<file path="src/rtl/pt_walker_pkg.sv">
package pt_walker_pkg;

  typedef enum logic [2:0] {
    ST_IDLE,
    ST_READ_OUTER,
    ST_READ_INNER,
    ST_DONE,
    ST_FAULT
  } walkState_t;

  typedef struct packed {
    logic loadReq;
    logic loadOuter;
    logic loadInner;
    logic selInner;
    logic showPaddr;
  } walkStrobe_t;

endpackage

</file>
<file path="src/rtl/pt_walker_ctrl.sv">
module pt_walker_ctrl
  import pt_walker_pkg::*;
(
  input  logic        clk,
  input  logic        rstN,
  input  logic        reqValid,
  input  logic        memRspValid,
  input  logic        entryFault,
  output walkStrobe_t strobe,
  output logic        reqReady,
  output logic        memReqValid,
  output logic        respValid,
  output logic        respFault,
  output logic        respFaultLevel
);

  walkState_t state, stateNext;
  logic faultLvl, faultLvlNext;

  always_comb begin
    stateNext    = state;
    faultLvlNext = faultLvl;
    unique case (state)
      ST_IDLE:       if (reqValid) stateNext = ST_READ_OUTER;
      ST_READ_OUTER: if (memRspValid) begin
                       if (entryFault) begin
                         stateNext    = ST_FAULT;
                         faultLvlNext = 1'b0;
                       end else begin
                         stateNext = ST_READ_INNER;
                       end
                     end
      ST_READ_INNER: if (memRspValid) begin
                       if (entryFault) begin
                         stateNext    = ST_FAULT;
                         faultLvlNext = 1'b1;
                       end else begin
                         stateNext = ST_DONE;
                       end
                     end
      ST_DONE:       stateNext = ST_IDLE;
      ST_FAULT:      stateNext = ST_IDLE;
      default:       stateNext = ST_IDLE;
    endcase
  end

  always_ff @(posedge clk) begin
    if (!rstN) begin
      state    <= ST_IDLE;
      faultLvl <= 1'b0;
    end else begin
      state    <= stateNext;
      faultLvl <= faultLvlNext;
    end
  end

  always_comb begin
    strobe.loadReq   = (state == ST_IDLE) && reqValid;
    strobe.loadOuter = (state == ST_READ_OUTER) && memRspValid;
    strobe.loadInner = (state == ST_READ_INNER) && memRspValid;
    strobe.selInner  = (state == ST_READ_INNER);
    strobe.showPaddr = (state == ST_DONE);
  end

  assign reqReady       = (state == ST_IDLE);
  assign memReqValid    = (state == ST_READ_OUTER) || (state == ST_READ_INNER);
  assign respValid      = (state == ST_DONE) || (state == ST_FAULT);
  assign respFault      = (state == ST_FAULT);
  assign respFaultLevel = (state == ST_FAULT) && faultLvl;

endmodule

</file>
<file path="src/rtl/pt_walker_dp.sv">
module pt_walker_dp
  import pt_walker_pkg::*;
#(
  parameter int ADDR_W   = 32,
  parameter int OFFSET_W = 10,
  parameter int INNER_W  = 10
) (
  input  logic              clk,
  input  logic              rstN,
  input  walkStrobe_t       strobe,
  input  logic [ADDR_W-1:0] reqAddr,
  input  logic              reqWrite,
  input  logic [ADDR_W-1:0] ptBase,
  input  logic [ADDR_W-1:0] memRspData,
  output logic [ADDR_W-1:0] memReqAddr,
  output logic              entryFault,
  output logic [ADDR_W-1:0] respPaddr
);

  localparam int OUTER_W   = ADDR_W - OFFSET_W - INNER_W;
  localparam int FRAME_W   = ADDR_W - OFFSET_W;
  localparam int VALID_BIT = 0;
  localparam int WRITE_BIT = 1;

  logic [ADDR_W-1:0]  vaReg, baseReg;
  logic               wrReg;
  logic [FRAME_W-1:0] tableReg, frameReg;

  logic [OUTER_W-1:0]  outerIdx;
  logic [INNER_W-1:0]  innerIdx;
  logic [OFFSET_W-1:0] pageOffset;
  logic [ADDR_W-1:0]   outerAddr, innerAddr;
  logic                unusedEntryBits;

  assign outerIdx   = vaReg[ADDR_W-1 -: OUTER_W];
  assign innerIdx   = vaReg[OFFSET_W +: INNER_W];
  assign pageOffset = vaReg[OFFSET_W-1:0];

  always_ff @(posedge clk) begin
    if (!rstN) begin
      vaReg    <= '0;
      baseReg  <= '0;
      wrReg    <= 1'b0;
      tableReg <= '0;
      frameReg <= '0;
    end else begin
      if (strobe.loadReq) begin
        vaReg   <= reqAddr;
        baseReg <= ptBase;
        wrReg   <= reqWrite;
      end
      if (strobe.loadOuter) tableReg <= memRspData[ADDR_W-1:OFFSET_W];
      if (strobe.loadInner) frameReg <= memRspData[ADDR_W-1:OFFSET_W];
    end
  end

  assign outerAddr  = baseReg + ADDR_W'({outerIdx, 2'b00});
  assign innerAddr  = {tableReg, OFFSET_W'(0)} + ADDR_W'({innerIdx, 2'b00});
  assign memReqAddr = strobe.selInner ? innerAddr : outerAddr;

  assign entryFault = !memRspData[VALID_BIT] || (wrReg && !memRspData[WRITE_BIT]);
  assign unusedEntryBits = ^memRspData[OFFSET_W-1:WRITE_BIT+1];

  assign respPaddr = strobe.showPaddr ? {frameReg, pageOffset} : '0;

endmodule

</file>
<file path="src/rtl/pt_walker.sv">
module pt_walker
  import pt_walker_pkg::*;
#(
  parameter int ADDR_W   = 32,
  parameter int OFFSET_W = 10,
  parameter int INNER_W  = 10
) (
  input  logic              clk,
  input  logic              rstN,
  input  logic              reqValid,
  output logic              reqReady,
  input  logic [ADDR_W-1:0] reqAddr,
  input  logic              reqWrite,
  input  logic [ADDR_W-1:0] ptBase,
  output logic              memReqValid,
  output logic [ADDR_W-1:0] memReqAddr,
  input  logic              memRspValid,
  input  logic [ADDR_W-1:0] memRspData,
  output logic              respValid,
  output logic              respFault,
  output logic              respFaultLevel,
  output logic [ADDR_W-1:0] respPaddr
);

  walkStrobe_t strobe;
  logic        entryFault;

  pt_walker_ctrl u_ctrl (
    .clk            (clk),
    .rstN           (rstN),
    .reqValid       (reqValid),
    .memRspValid    (memRspValid),
    .entryFault     (entryFault),
    .strobe         (strobe),
    .reqReady       (reqReady),
    .memReqValid    (memReqValid),
    .respValid      (respValid),
    .respFault      (respFault),
    .respFaultLevel (respFaultLevel)
  );

  pt_walker_dp #(
    .ADDR_W   (ADDR_W),
    .OFFSET_W (OFFSET_W),
    .INNER_W  (INNER_W)
  ) u_dp (
    .clk        (clk),
    .rstN       (rstN),
    .strobe     (strobe),
    .reqAddr    (reqAddr),
    .reqWrite   (reqWrite),
    .ptBase     (ptBase),
    .memRspData (memRspData),
    .memReqAddr (memReqAddr),
    .entryFault (entryFault),
    .respPaddr  (respPaddr)
  );

endmodule

</file>
<file path="config.mk">
export PLATFORM = sky130hd
export DESIGN_NAME = pt_walker
export DESIGN_NICKNAME = d
export VERILOG_FILES = /design/src/rtl/pt_walker_pkg.sv /design/src/rtl/pt_walker_ctrl.sv /design/src/rtl/pt_walker_dp.sv /design/src/rtl/pt_walker.sv
export SDC_FILE = /design/constraint.sdc
export NUM_CORES = 1
export LEC_CHECK = 0
export BUFFER_PORTS_ARGS = -buffer_cell sky130_fd_sc_hd__buf_2
export CORE_MARGIN = 2
export CORE_UTILIZATION = 53
export CTS_BUF_LIST = sky130_fd_sc_hd__clkbuf_16
export CTS_CLUSTER_DIAMETER = 150
export DETAILED_ROUTE_END_ITERATION = 10
export PLACE_DENSITY = 0.84
export SETUP_SLACK_MARGIN = 0.5
export SYNTH_ARGS = -nofsm -noshare
export SYNTH_HDL_FRONTEND = slang
export SYNTH_SLANG_ARGS = --single-unit
export TNS_END_PERCENT = 1
</file>
<file path="constraint.sdc">
create_clock -name clk -period 3.05 [get_ports clk]
set_clock_uncertainty 0.1 [all_clocks]
set_input_delay 0.1525 -clock clk [delete_from_list [all_inputs] [get_ports clk]]
set_output_delay 0.1525 -clock clk [all_outputs]
set_load 0.005 [all_outputs]
</file>
=== Yosys cells after proc, flatten, opt, wreduce, memory -nomap -nowiden ===
Cells that the tools add are included.

* Mux-type cells: 13
* Reduce and logical (&&, ||, !) cells: 14
* Add/sub/neg operators: 2
* Equal/unequal tests: 9

{| class="wikitable"
|+ Operator list
! kind !! count
|-
| 32-bit 2-to-1 mux || 2
|-
| 32-bit by 12-bit adder with 32-bit output || 1
|-
| 32-bit by 14-bit adder with 32-bit output || 1
|-
| 3-bit 2-to-1 mux || 5
|-
| 2-bit inequality test, second input constant || 5
|-
| 3-bit one-hot mux with 3 select lines || 1
|-
| 3-bit by 2-bit equality test with 1-bit output, second input constant || 2
|-
| 1-bit logical AND || 5
|-
| 5-bit AND reduction || 1
|-
| 1-bit 2-to-1 mux || 4
|-
| 3-bit by 1-bit equality test with 1-bit output, second input constant || 1
|-
| 3-bit equality test, second input constant || 1
|-
| 3-bit logical NOT || 1
|-
| 1-bit logical OR || 3
|-
| 3-bit AND reduction || 1
|-
| 1-bit logical NOT || 2
|-
| 1-bit one-hot mux with 2 select lines || 1
|-
| 2-bit nonzero test || 1
|}

* Register bits after elaboration: 113
* Input bits: 101
* Word-level logic and storage cells: 45

=== Longest topological paths before layout ===
Gate-level depths: netlist of run 1.

* Depth in word-level cells: 6
* Mapped depth: 9
* Gate-level depth less buffers: 8

=== By module ===
A second synthesis of run 1 with hierarchy kept.

* Cell total of the unflattened synthesis: 677
* Area total of the unflattened synthesis: 6277.3 um^2

{| class="wikitable"
|+ Modules (own cells, without submodules)
! module !! cells each !! area each (um^2) !! instances
|-
| pt_walker_dp || 641 || 5973.2 || 1
|-
| pt_walker_ctrl || 36 || 304.0 || 1
|}

=== Worst setup path before layout of run 1 ===
Ideal clock, no wire load.

* Path type: flip-flop to output port
* Start point: register u_dp.baseReg[2]
* End point: output port memReqAddr[22]
* Path slack: 0.650 ns
* Arrival: 2.147 ns
* Data required time: 2.797 ns
* Cell stages (with the launch flop): 9
* Path through: dfxtp_1 -> ha_1 -> fa_1 -> a21o_1 -> a311o_1 -> nand3_1 -> nand2_1 -> and4_1 -> o31a_1

* Longest elaborated chain between the ends: 2

{| class="wikitable"
|+ Ends and longest elaborated chain
! element !! RTL line !! RTL
|-
| from (decl) || pt_walker_dp.sv:25 || <nowiki>logic [ADDR_W-1:0] vaReg, baseReg;</nowiki>
|-
| from (signal assigned) || pt_walker_dp.sv:49 || <nowiki>baseReg <= ptBase;</nowiki>
|-
| 32-bit by 14-bit adder with 32-bit output || pt_walker_dp.sv:57 || <nowiki>assign outerAddr = baseReg + ADDR_W'({outerIdx, 2'b00});</nowiki>
|-
| 32-bit 2-to-1 mux || pt_walker_dp.sv:59 || <nowiki>assign memReqAddr = strobe.selInner ? innerAddr : outerAddr;</nowiki>
|-
| to (decl) || pt_walker.sv:16 || <nowiki>output logic [ADDR_W-1:0] memReqAddr,</nowiki>
|}

No other way between the ends.

=== Worst setup path after layout of run 1 ===
* Start point: register u_dp.vaReg[20]
* End point: output port memReqAddr[16]

* Longest elaborated chain between the ends: 2

{| class="wikitable"
|+ Ends and longest elaborated chain
! element !! RTL line !! RTL
|-
| from (decl) || pt_walker_dp.sv:25 ||
|-
| from (signal assigned) || pt_walker_dp.sv:48 || <nowiki>vaReg <= reqAddr;</nowiki>
|-
| 32-bit by 14-bit adder with 32-bit output || pt_walker_dp.sv:57 ||
|-
| 32-bit 2-to-1 mux || pt_walker_dp.sv:59 ||
|}

No other way between the ends.

==> results of run 1 <==
-- report_power, final --
part	internal, mW	switching (mW)	leakage, nW	total, mW
Sequential	1.55	0.0696	0.923	1.62
Combinational	0.293	0.295	2.50	0.588
Clock	1.29	0.743	0.290	2.03
-- through the flow --
step | cells | power (mW) | setup WS, ns | utilization | instance area (sq um)
6_report | 1204 | 4.24 | 0.187 | 0.767 | 8760
5_1_grt | 1204 | 4.39 | 0.123 | 0.767 | 8760
4_1_cts | 1201 | 4.22 | 0.245 | 0.760 | 8670
3_5_place_dp | 1078 | 2.10 | 0.327 | 0.620 | 7080
3_3_place_gp | 1078 | 2.09 | 0.325 | 0.620 | 7080
2_1_floorplan | 813 | 1.91 | 0.650 | - | 6210
-- cell usage after synthesis, drive strengths merged (3+ instances only) --
library cell / instances / area share
o2111ai: 4 / 0.0056
and2: 37 / 0.037
ha: 14 / 0.028
clkbuf: 33 / 0.020
dfxtp: 113 / 0.36
xor2: 24 / 0.034
nor3: 5 / 0.0040
nor4: 3 / 0.0040
buf: 17 / 0.014
inv: 7 / 0.0042
nand2: 256 / 0.15
a21boi: 115 / 0.14
o211ai: 3 / 0.0036
nand3: 15 / 0.012
nor2: 31 / 0.019
xnor2: 20 / 0.028
a21o: 8 / 0.0097
mux2i: 7 / 0.011
a21oi: 29 / 0.023
nand4: 13 / 0.014
o21ai: 18 / 0.015
and3: 7 / 0.0071
-- final cells by class --
type | count | area [sq um] | share of cell area
Multi-Input combinational cell | 643 | 3860 | 0.441
Tap cell | 143 | 179 | 0.0204
Timing Repair Buffer | 266 | 1820 | 0.208
Inverter | 7 | 26.3 | 0.00300
Clock buffer | 17 | 425 | 0.0486
Sequential cell | 113 | 2260 | 0.259
Clock inverter | 15 | 184 | 0.0210
-- registers in the layout (all words and copies together) (netlist names) --
name	count
u_dp.frameReg	22
u_ctrl.state	3
u_dp.wrReg	1
u_dp.baseReg	32
u_dp.vaReg	32
u_dp.tableReg	22
u_ctrl.faultLvl	1
-- what timing repair did --
action / CTS / global route
cloned: 0 / 0
buffers inserted: 3 / 3
resized for setup: 20 / 18
endpoints found under the hold margin: 111 / 0
endpoints found under the setup margin: 27 / 30
hold buffers: 88 / 0
pin swaps: 8 / 10
-- cell families after synthesis --
family / Yosys count / synth area share
AO/OA/AOI/OAI: 191 / 0.214
XOR/XNOR: 44 / 0.0621
adder cells (fa/ha/maj): 16 / 0.0347
buffers and inverters: 57 / 0.0383
flip-flops: 113 / 0.364
multiplexers: 7 / 0.0113
AND/OR/NAND/NOR: 385 / 0.275
-- worst paths after layout --
check,cells after the start,to
worst max-delay path,9,memReqAddr[16]
worst max register to register,4,u_dp.frameReg[1]
worst min register to register,2,u_dp.frameReg[0]
worst min-delay path,5,u_ctrl.state[1]
-- worst reg2reg max path, stage by stage (launching register included) --
cell and delay, ns:
dfxtp_1 0.52, nor3b_2 0.57, nand2_1 0.61, nand2_1 0.25
a21boi_0 0.14
-- per-layer routing --
layer	vias up	share of wire	wire (um)	GRT usage
li1	3204	-	-	-
met1	3105	0.42	8120	0.361
met2	247	0.50	9570	0.526
met3	47	0.049	932	0.0648
met4	0	0.029	559	0.114
met5	-	0	0	0
==> impl_results.md, run 1 <==
- CTS H-Tree Depth: 4
- HP Start: reqValid
- CP Max Fanout: 4
- Post-layout min period: 2.86 ns
- FF+latch count, synth: 113
- PortBufs: 161
- Starting Density: 0.544
- Status: complete, no violations
- Row count: 39
- Worst path slowest cell: a311oi_2
- Worst path required time: 2.80 ns
- PD cells: 484 nW/um^2
- ANT nets after route: 0
- Yosys cell types: 52
- Worst Path Buf+Inv: 1
- RD Place Congestion: 0.911
- Critical Path Source: u_dp.vaReg[20]
- DP Wirelength: 11700 um
- Largest delay share family, worst path: compound AO/OA/AOI/OAI gates
- Die Y: 112 um
- Antenna diodes: 0
- Core box area: 11400 sq um
- Post-Syn Instances: 813
- Worst-Skew Late Latency: 0.41 ns
- Crit path DAT: 2.61 ns
- Worst r2r src: u_ctrl.state[1]
- Max rail drop VDD: 0.447 mV
- Final hold slack: 0.0949 ns
- Routed wire length: 19200 um
- Static Leakage: 3.71 nW
- Num Clock Sinks: 113
- Setup tns final: 0 ns
- All-Layer GR Usage: 0.300
- Critical path startpoint category: flop
- FF-to-FF setup slack: 0.73 ns
- Layout cells sized above 1: 0.229
- Unrepaired setup endpoints after global routing: true
- CTS tree: yes
- Synth Flop Type: dfxtp_1
- Max Fclk: 349 MHz
- Initial antenna violation count: 0
- Synth warn: 0
- Worst Max-Slew Pin Slew: 0.855 ns
- Setup-failing EPs final: 0
- Maximum clock insertion buffer count: 2
- EDFF count, synth: 0
- Via density: 5.48
- I/O pin count: 170
- Avg Cell Area, Syn: 7.63 sq um
- Die Footprint: 12600 sq um
- Chip Width: 112 um
- Crit-path max cell delay: 0.37 ns
- DR WL/cell: 15.9 um
- Commonest cells after routing, fill and taps aside: 254 x nand2_1, 161 x buf_2, 111 x dfxtp_1, 106 x a21boi_0, 88 x dlygate4sd3_1
- Clk slew on worst S/H paths: 0.06 ns
- Final Max Slew Viols: 0
- Largest net degree at the start of global routing: 66
- Grt total ovfl: 0
- # fillers: 784
- Syn Std Cell Area: 6210 sq um
- Register area share after synthesis: 0.364
- Period utilization: 0.939
- Initial drt markers: 460
- Cts bufs inserted: 17
- Worst Setup End Kind: output port
- Worst path cell trace: ha_4, fa_2, a21o_1, a311oi_2, or4_1, a21oi_1, xnor2_1, o21ai_0, buf_2
- Max-Cap Viols: 0
- First-pass GRT wire length: 30900 um
- Pre-antenna DRT Iters: 7
- Max-slew headroom: 0.430
- Vias in the first global route: 6579
- Area Growth Syn to Fin: 41.1%
- Worst setup path category: flop to output port
- Final hold violations: 0
- Root buffer cell: clkbuf_16
- DR vias: 6603
- Syn nets: 930
- Min-Delay Path Class: input port to flop
- Final net count: 1165
- Most common cell after layout, fill and taps aside: nand2_1
- Async S/R FF share, synth: 0
- DR DRC count: 0
No activity file was read; power rests on OpenSTA's default activity.
==> inputs of run 2 (changes only) <==
Settings changed: CORE_UTILIZATION 53 to 50, PLACE_DENSITY 0.84 to 0.8.
==> impl_results.md, run 2 (synthesis gave the netlist of run 1 again) <==
- Status: complete, no violations (unchanged)
- DR WL/cell: 14.7 um (was 15.9 um)
- Setup-failing EPs final: 0 (unchanged)
- Max-Cap Viols: 0 (unchanged)
- Vias in the first global route: 6117 (was 6579)
- HP Start: reqValid (unchanged)
- Post-layout min period: 2.89 ns (was 2.86 ns)
- Commonest cells after routing, fill and taps aside: 254 x nand2_1, 161 x buf_2, 111 x dfxtp_1, 105 x a21boi_0, 88 x dlygate4sd3_1 (was 254 x nand2_1, 161 x buf_2, 111 x dfxtp_1, 106 x a21boi_0, 88 x dlygate4sd3_1)
- Num Clock Sinks: 113 (unchanged)
- Reg2reg end: u_dp.vaReg[24] (was u_dp.frameReg[1])
- Unrepaired setup endpoints after global routing: true (unchanged)
- Worst Max-Slew Pin Slew: 0.890 ns (was 0.855 ns)
- Initial antenna violation count: 0 (unchanged)
- CTS H-Tree Depth: 4 (unchanged)
- Initial drt markers: 509 (was 460)
- R2R cell count: 5 (was 4)
- Period utilization: 0.948 (was 0.939)
- Hold Path End: u_ctrl.state[1] (unchanged)
- Setup tns final: 0 ns (unchanged)
- Max-slew headroom: 0.406 (was 0.430)
- Setup WS pre-CTS: 0.295 ns (was 0.327 ns)
- Clk slew on worst S/H paths: 0.05 ns (was 0.06 ns)
- Static Leakage: 3.69 nW (was 3.71 nW)
- Pre-antenna DRT Iters: 4 (was 7)
- Critical path startpoint category: flop (unchanged)
- PortBufs: 161 (unchanged)
- Post-route total power: 4.06 mW (was 4.24 mW)
- Most common cell after layout, fill and taps aside: nand2_1 (unchanged)
- First-pass GRT wire length: 28700 um (was 30900 um)
- DR vias: 6418 (was 6603)
- Area Growth Syn to Fin: 39.8% (was 41.1%)
- Maximum clock insertion buffer count: 2 (unchanged)
- Routed wire length: 18100 um (was 19200 um)
- Cts bufs inserted: 17 (unchanged)
- CTS tree: yes (unchanged)
- Die Y: 115 um (was 112 um)
- Via density: 5.23 (was 5.48)
- Largest net degree at the start of global routing: 113 (was 66)
- # fillers: 907 (was 784)
- Final net count: 1162 (was 1165)
- Worst setup path category: flop to output port (unchanged)
- Starting Density: 0.515 (was 0.544)
- FF-to-FF setup slack: 0.78 ns (was 0.73 ns)
- Top flop regs: u_dp.baseReg: 32 flops, u_dp.vaReg: 32 flops (unchanged)
- DR DRC count: 0 (unchanged)
- Grt total ovfl: 0 (unchanged)
- RD Place Congestion: 0.886 (was 0.911)
- Core box area: 12100 sq um (was 11400 sq um)
- Die Footprint: 13300 sq um (was 12600 sq um)
- Chip Width: 115 um (was 112 um)
- Antenna diodes: 0 (unchanged)
- Hold Path Depth: 5 (unchanged)
- ANT nets after route: 0 (unchanged)
- Min-Delay Path Class: input port to flop (unchanged)
- PD cells: 468 nW/um^2 (was 484 nW/um^2)
- Worst-Skew Late Latency: 0.42 ns (was 0.41 ns)
- Root buffer cell: clkbuf_16 (unchanged)
- Final Max Slew Viols: 0 (unchanged)
- Max Fclk: 346 MHz (was 349 MHz)
- Worst Setup End Kind: output port (unchanged)
- DP Wirelength: 11400 um (was 11700 um)
- CP Max Fanout: 7 (was 4)
- Final WS setup: 0.157 ns (was 0.187 ns)
- I/O pin count: 170 (unchanged)
- Max rail drop VDD: 0.398 mV (was 0.447 mV)
- Worst path required time: 2.80 ns (about the same)
- Final hold violations: 0 (unchanged)
- Crit path DAT: 2.64 ns (was 2.61 ns)
- Layout cells sized above 1: 0.213 (was 0.229)
- Row count: 40 (was 39)
- Worst r2r src: u_ctrl.state[1] (unchanged)
- All-Layer GR Usage: 0.272 (was 0.300)
-- run 2: cell count changes in the layout (fill, tap and decap cells not counted), sizes merged --
| cell | change |
|---|---|
| bufinv | -1 |
| clkinv | +1 |
| buf | -3 |
-- run 2: final cells by class --
type,instances,area (sq um),share of cell area
timing repair buffer,263,1800,0.208
clock inverter,15,129,0.0149
inverter,7,26.3,0.00303
sequential,113,2260,0.261
clock buffer,17,425,0.0490
multi-input combinational,643,3820,0.440
tap,168,210,0.0242
-- run 2: where the power goes --
| group | switching, mW | internal, mW | total [mW] |
|---|---|---|---|
| clock network | 0.695 | 1.18 | 1.87 |
| registers | 0.0662 | 1.55 | 1.62 |
| logic | 0.284 | 0.289 | 0.573 |
| total | 1.04 | 3.01 | 4.06 |
-- run 2: stage by stage --
step	hold slack, ns	util	cell area (sq um)	cells
2_1_floorplan	0.187	-	6210	813
3_3_place_gp	0.304	0.590	7110	1102
3_5_place_dp	0.311	0.590	7110	1102
4_1_cts	0.0720	0.714	8610	1224
5_1_grt	0.0871	0.719	8680	1226
6_report	0.0829	0.719	8680	1226
-- run 2: worst max path at each step --
stage / startpoint / endpoint / slack (ns) / depth (start not counted)
2_1_floorplan: u_dp.baseReg[2] / memReqAddr[22] / 0.65 / 8
4_1_cts: u_dp.vaReg[20] / memReqAddr[22] / 0.16 / 9
3_5_place_dp: u_dp.baseReg[2] / memReqAddr[22] / 0.30 / 9
6_report: u_dp.baseReg[2] / memReqAddr[22] / 0.16 / 9
3_3_place_gp: u_dp.baseReg[2] / memReqAddr[22] / 0.34 / 9
5_1_grt: u_dp.baseReg[2] / memReqAddr[22] / 0.06 / 9
-- run 2: routing by layer --
layer,track usage,up-vias,share of wire,routed length [um]
met4,0.109,0,0.028,509
met2,0.444,219,0.48,8700
met5,0,-,0,0
met3,0.0722,43,0.057,1030
met1,0.341,2950,0.43,7820
li1,-,3206,-,-
-- run 2: what timing repair did --
action / 4_1_cts / 5_1_grt
hold endpoints to repair: 111 / 0
setup endpoints to repair: 29 / 30
hold buffers: 88 / 0
pin swaps: 7 / 6
buffers inserted: 2 / 2
resized for setup: 13 / 12
-- run 2: critical path, stage by stage, from the launching register on --
cell	delay [ns]
dfxtp_2	0.33
ha_4	0.16
fa_2	0.34
a21o_1	0.21
a311o_1	0.42
nand3_4	0.13
nand2_2	0.06
and4_1	0.19
o31a_1	0.25
buf_2	0.13
==> inputs of run 3 (changes only) <==
Settings changed: CTS_BUF_LIST sky130_fd_sc_hd__clkbuf_16 to default, CTS_CLUSTER_DIAMETER 150 to 50.
Clock period 3.05 ns to 3.2 ns, I/O delays scaled along.
==> impl_results.md, run 3 (synthesis gave the netlist of run 1 again) <==
- Root buffer cell: clkbuf_16 (unchanged)
- Clk slew on worst S/H paths: 0.05 ns (about the same)
- Row count: 40 (unchanged)
- Grt total ovfl: 0 (unchanged)
- Chip Width: 115 um (unchanged)
- Final net count: 1163 (was 1162)
- Worst Path Buf+Inv: 1 (unchanged)
- Largest net degree at the start of global routing: 66 (was 113)
- Pre-antenna DRT Iters: 5 (was 4)
- First-pass GRT wire length: 29400 um (was 28700 um)
- CTS H-Tree Depth: 4 (unchanged)
- Final WS setup: 0.298 ns (was 0.157 ns)
- Area Growth Syn to Fin: 41.8% (was 39.8%)
- Crit path DAT: 2.64 ns (about the same)
- DP Wirelength: 11400 um (about the same)
- ANT nets after route: 0 (unchanged)
- PortBufs: 161 (unchanged)
- DR WL/cell: 14.9 um (was 14.7 um)
- Initial antenna violation count: 0 (unchanged)
- Detail Route met2 WL: 8880 um (was 8700 um)
- Setup-failing EPs final: 0 (unchanged)
- Largest delay share family, worst path: compound AO/OA/AOI/OAI gates (unchanged)
- Static Leakage: 3.75 nW (was 3.69 nW)
- Period utilization: 0.907
- Worst Setup End Kind: output port (unchanged)
- Maximum clock insertion buffer count: 2 (unchanged)
- Top flop regs: u_dp.baseReg: 32 flops, u_dp.vaReg: 32 flops (unchanged)
- Max-Cap Viols: 0 (unchanged)
- Max Fclk: 345 MHz
- Vias in the first global route: 6271 (was 6117)
- Layout cells sized above 1: 0.219 (was 0.213)
- Worst path required time: 2.94 ns (was 2.80 ns)
- Starting Density: 0.515 (unchanged)
- Antenna diodes: 0 (unchanged)
- Core box area: 12100 sq um (unchanged)
- CP Max Fanout: 7 (unchanged)
- FF-to-FF setup slack: 0.93 ns (was 0.78 ns)
- Cts bufs inserted: 17 (unchanged)
- Setup WS pre-CTS: 0.453 ns (was 0.295 ns)
- Status: complete, no violations (unchanged)
- Worst path cell trace: ha_4, fa_2, a21o_1, a311o_1, nand3_4, a21boi_0, xnor2_1, a21oi_1, buf_2 (was ha_4, fa_2, a21o_1, a311o_1, nand3_4, nand2_2, and4_1, o31a_1, buf_2)
- Die Footprint: 13300 sq um (unchanged)
- Unrepaired setup endpoints after global routing: true (unchanged)
- Metal3 WL: 1140 um (was 1030 um)
- Via density: 5.26 (was 5.23)
- Worst-Skew Late Latency: 0.42 ns (about the same)
- PD cells: 474 nW/um^2 (was 468 nW/um^2)
- All-Layer GR Usage: 0.280 (was 0.272)
- Final Max Slew Viols: 0 (unchanged)
- Die Y: 115 um (unchanged)
- CTS tree: yes (unchanged)
- # fillers: 902 (was 907)
- Worst Max-Slew Pin Slew: 0.819 ns (was 0.890 ns)
- Worst setup path category: flop to output port (unchanged)
- Highest metal layer with signal wires: met4 (unchanged)
- Max-slew headroom: 0.454 (was 0.406)
- Post-layout min period: 2.90 ns
- Min-Delay Path Class: input port to flop (unchanged)
- Num Clock Sinks: 113 (unchanged)
- Routed wire length: 18300 um (was 18100 um)
- RD Place Congestion: 0.900 (was 0.886)
- Max rail drop VDD: 0.312 mV (was 0.398 mV)
- DR DRC count: 0 (unchanged)
- Critical path startpoint category: flop (unchanged)
- Most common cell after layout, fill and taps aside: nand2_1 (unchanged)
- Met1 wire length: 7720 um (was 7820 um)
- Commonest cells after routing, fill and taps aside: 254 x nand2_1, 161 x buf_2, 111 x dfxtp_1, 105 x a21boi_0, 88 x dlygate4sd3_1 (unchanged)
- DR vias: 6459 (was 6418)
- Setup tns final: 0 ns (unchanged)
- Crit-path max cell delay: 0.43 ns (was 0.42 ns)
- Initial drt markers: 367 (was 509)
- I/O pin count: 170 (unchanged)
- Final hold violations: 0 (unchanged)
- Worst path slowest cell: a311o_1 (unchanged)
-- run 3: layer usage --
| layer | vias to the layer above | GRT usage |
|---|---|---|
| met5 | - | 0 |
| met4 | 0 | 0.132 |
| met3 | 50 | 0.0664 |
| met2 | 244 | 0.471 |
| met1 | 2961 | 0.338 |
| li1 | 3204 | - |
-- run 3: worst paths after layout --
kind	to	from	cells past startpoint
worst max register to register	u_dp.baseReg[1]	u_ctrl.state[1]	5
worst max-delay path	memReqAddr[24]	u_dp.vaReg[20]	9
worst min register to register	u_dp.frameReg[2]	u_dp.frameReg[2]	2
worst min-delay path	u_ctrl.state[2]	memRspData[1]	4
-- run 3: repair_timing --
item	4_1_cts	5_1_grt
gates resized for setup	20	9
buffers inserted	4	2
hold endpoints to repair	111	0
hold buffers	88	0
pin swaps	8	7
setup endpoints to repair	21	23
-- run 3: layout make-up --
| cell class | instances | area, sq um | area share |
|---|---|---|---|
| Clock buffer | 21 | 460 | 0.0523 |
| Sequential cell | 113 | 2260 | 0.257 |
| Tap cell | 168 | 210 | 0.0239 |
| Timing Repair Buffer | 264 | 1810 | 0.206 |
| Clock inverter | 11 | 184 | 0.0209 |
| Inverter | 7 | 26.3 | 0.00299 |
| Multi-Input combinational cell | 643 | 3840 | 0.437 |
-- run 3: per-stage QoR --
stage | util | instance area (sq um) | hold slack, ns | std cells | power [mW]
floorplan | - | 6210 | 0.195 | 813 | 1.82
global placement | 0.589 | 7110 | 0.312 | 1101 | 1.99
detailed placement | 0.589 | 7110 | 0.319 | 1101 | 2.00
CTS | 0.726 | 8760 | 0.0829 | 1225 | 4.16
global route | 0.730 | 8800 | 0.114 | 1227 | 4.32
finish | 0.730 | 8800 | 0.0924 | 1227 | 4.17
-- run 3: worst min-delay path, cell delays in order --
cell and delay, ns:
buf_2 0.07, o21ai_0 0.15, nand2_1 0.14, nor2_1 0.04
-- run 3: report_power, final --
group / internal (mW) / switching [mW] / total (mW)
clock network: 1.41 / 0.662 / 2.08
registers: 1.48 / 0.0632 / 1.54
logic: 0.279 / 0.273 / 0.552
